--- src/rtl/srwp_pkg.sv ---
package srwp_pkg;

  // fields of the status register that survive power loss
  typedef struct packed {
    logic       wpen;
    logic [1:0] bp;
  } nvbits_t;

  // positions in the status byte
  localparam int SB_WPEN  = 7;
  localparam int SB_BP_HI = 3;
  localparam int SB_BP_LO = 2;
  localparam int SB_WEL   = 1;
  localparam int SB_BUSY  = 0;

  typedef enum logic [1:0] {
    PROT_NONE = 2'b00,
    PROT_QTR  = 2'b01,
    PROT_HALF = 2'b10,
    PROT_ALL  = 2'b11
  } prot_lvl_e;

  function automatic nvbits_t extract_nv(input logic [7:0] b);
    nvbits_t n;
    n.wpen = b[SB_WPEN];
    n.bp   = b[SB_BP_HI:SB_BP_LO];
    return n;
  endfunction

endpackage

--- src/rtl/srwp_region.sv ---
module srwp_region #(
  parameter int ADDR_W = 17
) (
  input  logic [ADDR_W-1:0] addr,
  input  logic [1:0]        lvl,
  output logic              hit
);
  import srwp_pkg::*;

  localparam int TOP = ADDR_W - 1;

  logic qtr_hit, half_hit;

  generate
    if (ADDR_W >= 2) begin : g_wide
      assign qtr_hit  = addr[TOP] & addr[TOP-1];
      assign half_hit = addr[TOP];
    end else begin : g_narrow
      assign qtr_hit  = addr[TOP];
      assign half_hit = addr[TOP];
    end
  endgenerate

  always_comb begin
    case (prot_lvl_e'(lvl))
      PROT_NONE: hit = 1'b0;
      PROT_QTR:  hit = qtr_hit;
      PROT_HALF: hit = half_hit;
      default:   hit = 1'b1;
    endcase
  end
endmodule

--- src/rtl/srwp_wel.sv ---
module srwp_wel (
  input  logic clk,
  input  logic rst_n,
  input  logic busy,
  input  logic busy_fall,
  input  logic set_stb,
  input  logic clr_stb,
  output logic wel
);
  always_ff @(posedge clk or negedge rst_n) begin
    if (!rst_n)                wel <= 1'b0;
    else if (busy_fall)        wel <= 1'b0;
    else if (!busy && clr_stb) wel <= 1'b0;
    else if (!busy && set_stb) wel <= 1'b1;
  end


  wel_end_clr_chk: assert property (@(posedge clk) disable iff (!rst_n)
    busy_fall |=> !wel);


  wel_busy_hold_chk: assert property (@(posedge clk) disable iff (!rst_n)
    (busy && !busy_fall) |=> $stable(wel));


  wel_disable_chk: assert property (@(posedge clk) disable iff (!rst_n)
    (clr_stb && !busy) |=> !wel);
endmodule

--- src/rtl/srwp_stage.sv ---
module srwp_stage (
  input  logic             clk,
  input  logic             rst_n,
  input  logic             cs_n,
  input  logic             wp_n,
  input  logic             busy_fall,
  input  logic             take,
  input  logic [7:0]       wdata,
  output srwp_pkg::nvbits_t nv,
  output logic             go
);
  import srwp_pkg::*;

  logic    pend, com;
  nvbits_t pd, cd;
  logic    cancel;

  assign cancel = pend & ~cs_n & ~wp_n & nv.wpen;

  always_ff @(posedge clk or negedge rst_n) begin
    if (!rst_n) begin
      pend <= 1'b0;
      pd   <= '0;
      com  <= 1'b0;
      cd   <= '0;
      go   <= 1'b0;
      nv   <= '0;
    end else begin
      go <= 1'b0;
      if (cancel) begin
        pend <= 1'b0;
      end else if (pend && cs_n) begin
        pend <= 1'b0;
        com  <= 1'b1;
        cd   <= pd;
        go   <= 1'b1;
      end else if (take) begin
        pend <= 1'b1;
        pd   <= extract_nv(wdata);
      end
      if (busy_fall && com) begin
        nv  <= cd;
        com <= 1'b0;
      end
    end
  end


  stage_cancel_chk: assert property (@(posedge clk) disable iff (!rst_n)
    (pend && !cs_n && !wp_n && nv.wpen) |=> (!pend && !go));


  stage_go_chk: assert property (@(posedge clk) disable iff (!rst_n)
    go |-> ($past(pend) && $past(cs_n)));


  stage_go_pulse_chk: assert property (@(posedge clk) disable iff (!rst_n)
    go |=> !go);


  stage_nv_end_chk: assert property (@(posedge clk) disable iff (!rst_n)
    !$stable(nv) |-> $past(busy_fall));
endmodule

--- src/rtl/srwp_unit.sv ---
module srwp_unit #(
  parameter int ADDR_W = 17
) (
  input  logic              clk,
  input  logic              rst_n,
  input  logic              cs_n,
  input  logic              wp_n,
  input  logic              busy,
  input  logic              wren_stb,
  input  logic              wrdi_stb,
  input  logic              wrsr_stb,
  input  logic [7:0]        wrsr_data,
  input  logic [ADDR_W-1:0] qaddr,
  output logic [7:0]        status_byte,
  output logic              arr_wr_ok,
  output logic              sr_wr_ok,
  output logic              sr_go
);
  import srwp_pkg::*;

  logic    busy_q, busy_fall;
  logic    wel, hit, hw_prot, take;
  nvbits_t nv;

  always_ff @(posedge clk or negedge rst_n) begin
    if (!rst_n) busy_q <= 1'b0;
    else        busy_q <= busy;
  end
  assign busy_fall = busy_q & ~busy;

  srwp_wel u_wel (
    .clk(clk), .rst_n(rst_n), .busy(busy), .busy_fall(busy_fall),
    .set_stb(wren_stb), .clr_stb(wrdi_stb), .wel(wel)
  );

  srwp_region #(.ADDR_W(ADDR_W)) u_region (
    .addr(qaddr), .lvl(nv.bp), .hit(hit)
  );

  assign hw_prot   = ~wp_n & nv.wpen;
  assign sr_wr_ok  = wel & ~busy & ~hw_prot;
  assign arr_wr_ok = wel & ~busy & ~hit;
  assign take      = wrsr_stb & sr_wr_ok & ~cs_n;

  srwp_stage u_stage (
    .clk(clk), .rst_n(rst_n), .cs_n(cs_n), .wp_n(wp_n),
    .busy_fall(busy_fall), .take(take), .wdata(wrsr_data),
    .nv(nv), .go(sr_go)
  );

  always_comb begin
    if (busy) begin
      status_byte = 8'hFF;
    end else begin
      status_byte           = '0;
      status_byte[SB_WPEN]  = nv.wpen;
      status_byte[SB_BP_HI] = nv.bp[1];
      status_byte[SB_BP_LO] = nv.bp[0];
      status_byte[SB_WEL]   = wel;
      status_byte[SB_BUSY]  = 1'b0;
    end
  end


  sr_hw_block_chk: assert property (@(posedge clk) disable iff (!rst_n)
    sr_wr_ok |-> !(!wp_n && status_byte[SB_WPEN]));


  arr_needs_wel_chk: assert property (@(posedge clk) disable iff (!rst_n)
    arr_wr_ok |-> (status_byte[SB_WEL] && !busy));


  busy_ones_chk: assert property (@(posedge clk) disable iff (!rst_n)
    busy |-> (!arr_wr_ok && !sr_wr_ok && &status_byte));
endmodule

--- config.mk ---
export PLATFORM = sky130hd
export DESIGN_NAME = srwp_unit
export DESIGN_NICKNAME = d
export VERILOG_FILES = /design/src/rtl/srwp_pkg.sv /design/src/rtl/srwp_region.sv /design/src/rtl/srwp_wel.sv /design/src/rtl/srwp_stage.sv /design/src/rtl/srwp_unit.sv
export SDC_FILE = /design/constraint.sdc
export NUM_CORES = 1
export LEC_CHECK = 0
export BUFFER_PORTS_ARGS = -buffer_cell sky130_fd_sc_hd__buf_2
export CAP_MARGIN = 20
export CORE_MARGIN = 1.5
export CORE_UTILIZATION = 41
export CTS_BUF_LIST = sky130_fd_sc_hd__clkbuf_4 sky130_fd_sc_hd__clkbuf_8
export CTS_CLUSTER_DIAMETER = 100
export DETAILED_ROUTE_END_ITERATION = 10
export HOLD_SLACK_MARGIN = 0.15
export PLACE_DENSITY = 0.89
export REMOVE_ABC_BUFFERS = 1
export SLEW_MARGIN = 30
export SYNTH_ARGS = -nofsm -noshare
export SYNTH_HDL_FRONTEND = slang
export SYNTH_SLANG_ARGS = --single-unit
--- constraint.sdc ---
create_clock -name clk -period 1.6 [get_ports clk]
set_input_delay 0.08 -clock clk [delete_from_list [all_inputs] [get_ports clk]]
set_output_delay 0.08 -clock clk [all_outputs]
set_load 0.02 [all_outputs]
==> impl_metrics.ini <==
[final_layout]
multi_input_area_um2 = 255
final_common_cell = buf_2
n_antenna_cell = 0
layout_common_cells = buf_2 (23), dfrtp_1 (14), mux2_2 (9)
drive_gt1_share_pct = 63.0
area_growth_pct = 29.4
fin_nets = 107
fillers = 130
layout.cells.non_filler = 89
regArea_um2 = 350

[grt]
grt_pass1_wl_mm = 1.75
track_usage_pct = 13.3
grt-ovfl-total = 0
antenna_found_initial = 0
grt_pass1_vias = 414
grt_max_degree = 15

[route]
ant_nets = 0
wl_per_cell_um = 11.4
dr.pass1.iters = 4
drt_iter0_markers = 4
drc = 0
wirelength_mm = 1.01
vias_per_cell = 4.74
dr_total_vias = 422

[critical_path]
worstPathArrival_ps = 1640
cp-start-kind = input pin
cp.required_ps = 1760
critPathKind = input pin to flop
endpoint_kind = flop
cp_max_fo = 13

[synth]
postSynthCellCount = 46
ys_warn_count = 0
yosysTopAreaCellShare_pct = 54.8
synth_seq_cells = 14
synth_largest_area_cell = dfrtp_1
yosysUniqueCellTypes = 17
yosysSeqAreaShare_pct = 54.8
syn_avg_cell_area_um2 = 13.9
yosys-top-cells-area = dfrtp_1 (55%), mux2_2 (16%), or2_2 (4.9%), buf_4 (4.7%), nor4b_4 (3.7%)
synth_area_um2 = 639

[power_and_ir_drop]
power_mw = 1.04
vdd_drop_max_mv = 0.552
power_density_mw_per_mm2 = 1260
p_leak_nw = 0.425

[clocking]
cts.sinks = 14
cts_tree = built
clkLatencyLatePin_ps = 270
root_buffer = clkbuf_4
postCtsSetupBuffers = 0
cts_buffers = 3
ctsHoldBuffers = 5
cts_buffer_depth = 2
clk_pin_slew_ps = 80
htree_levels = 1
cts_resized = 0

[die]
core-area_mm2 = 0.00149
die_area_mm2 = 0.00181
die_h_um = 42.5
die_x_um = 42.5
rows = 14
io-pin-count = 44
start_util_pct = 42.9

[placed_design]
finalWeightedCongestion = 0.653
port_buffers = 23
placedCellCount = 80
hpwl_um = 722

[sta]
fmax_mhz = 678
worst_slew_pin_slew_ps = 311
fin_skew_ps = 4.78
final_hold_viol_count = 0
final.period_utilization_pct = 92.2
setup_tns_ps = 0
period_minus_slack_ps = 1480
grt_setup_unrepaired = false
setup_viol = 0
slew_viol_final = 0
slew_headroom_pct = 79.2

[outcome]
status = finished clean

[hold_path]
hp-class = input pin to flop

[job]
max-cap-violations = 0
## logic make-up (layout without fill, tap and decap cells)
logic type	after synthesis	in the layout	synth area share, %
buffers and inverters	5	32	5.28
DFF	14	14	54.8
AOI/OAI and AO/OA	4	4	5.28
and+or+nand+nor	14	14	18.8
muxes	9	9	15.9
## power breakdown
part	internal, mW	switching, mW	leakage (nW)
clock	0.138	0.107	0.0210
combinational	0.159	0.111	0.225
sequential	0.463	0.0656	0.179
total	0.760	0.284	0.425
## critical path, stage by stage
cell and delay (ps):
dlygate4sd3_1 530, buf_2 170, nand2b_4 180, nor4b_4 310, mux2_2 370
## cells in the mapped netlist
library cell  instances
a21o_1                1
a221oi_1              1
and2_1                1
and2b_2               1
buf_4                 4
clkbuf_1              1
dfrtp_1              14
mux2_2                9
nand2b_4              1
nand3b_1              1
nor2_1                2
nor2b_4               1
nor3b_1               1
nor4b_4               1
o21a_1                1
o22a_2                1
or2_2                 5
## sequential cells by signal, summed over array words and instances (netlist names)
name and count:
u_stage.pd 3, u_wel.wel 1, u_stage.pend 1, u_stage.go 1
u_stage.cd 3, u_stage.nv 3, busy_q 1, u_stage.com 1
## layout make-up
cell class                      count  share of cell area [%]
Clock buffer                        4                    4.39
Multi-Input combinational cell     27                    30.9
Sequential cell                    14                    42.4
Tap cell                           16                    2.42
Timing Repair Buffer               28                    20.0
## metal layers
| layer | up-vias | global-route usage (%) | part of all wire (%) |
|---|---|---|---|
| li1 | 209 | - | - |
| met1 | 191 | 16.7 | 48 |
| met2 | 22 | 21.2 | 44 |
| met3 | 0 | 3.88 | 7.1 |
| met4 | 0 | 5.63 | 0 |
| met5 | - | 0 | 0 |
## metrics by stage
| step | util (%) | area [µm²] | setup WS, ps | hold WS (ps) |
|---|---|---|---|---|
| 2_1_floorplan | - | 606 | 314 | -216 |
| 3_3_place_gp | 49.7 | 741 | 259 | -21.7 |
| 3_5_place_dp | 49.7 | 741 | 240 | -11.3 |
| 4_1_cts | 55.5 | 827 | 125 | 150 |
| 5_1_grt | 55.5 | 827 | 50.6 | 153 |
| 6_report | 55.5 | 827 | 124 | 155 |
## final timing paths
path	from	endpoint	slack (ps)	depth (start not counted)
worst max-delay path	busy	u_stage.pd[0]	120	5
max in group asynchronous	rst_n	u_stage.pd[1]	1140	2
worst max register to register	u_stage.nv[2]	u_stage.pd[0]	230	3
worst min register to register	u_stage.pd[0]	u_stage.pd[0]	510	1
worst min-delay path	wrdi_stb	u_wel.wel	160	3
min in group asynchronous	rst_n	u_stage.pend	220	2
(Power assumes the default switching activity.)
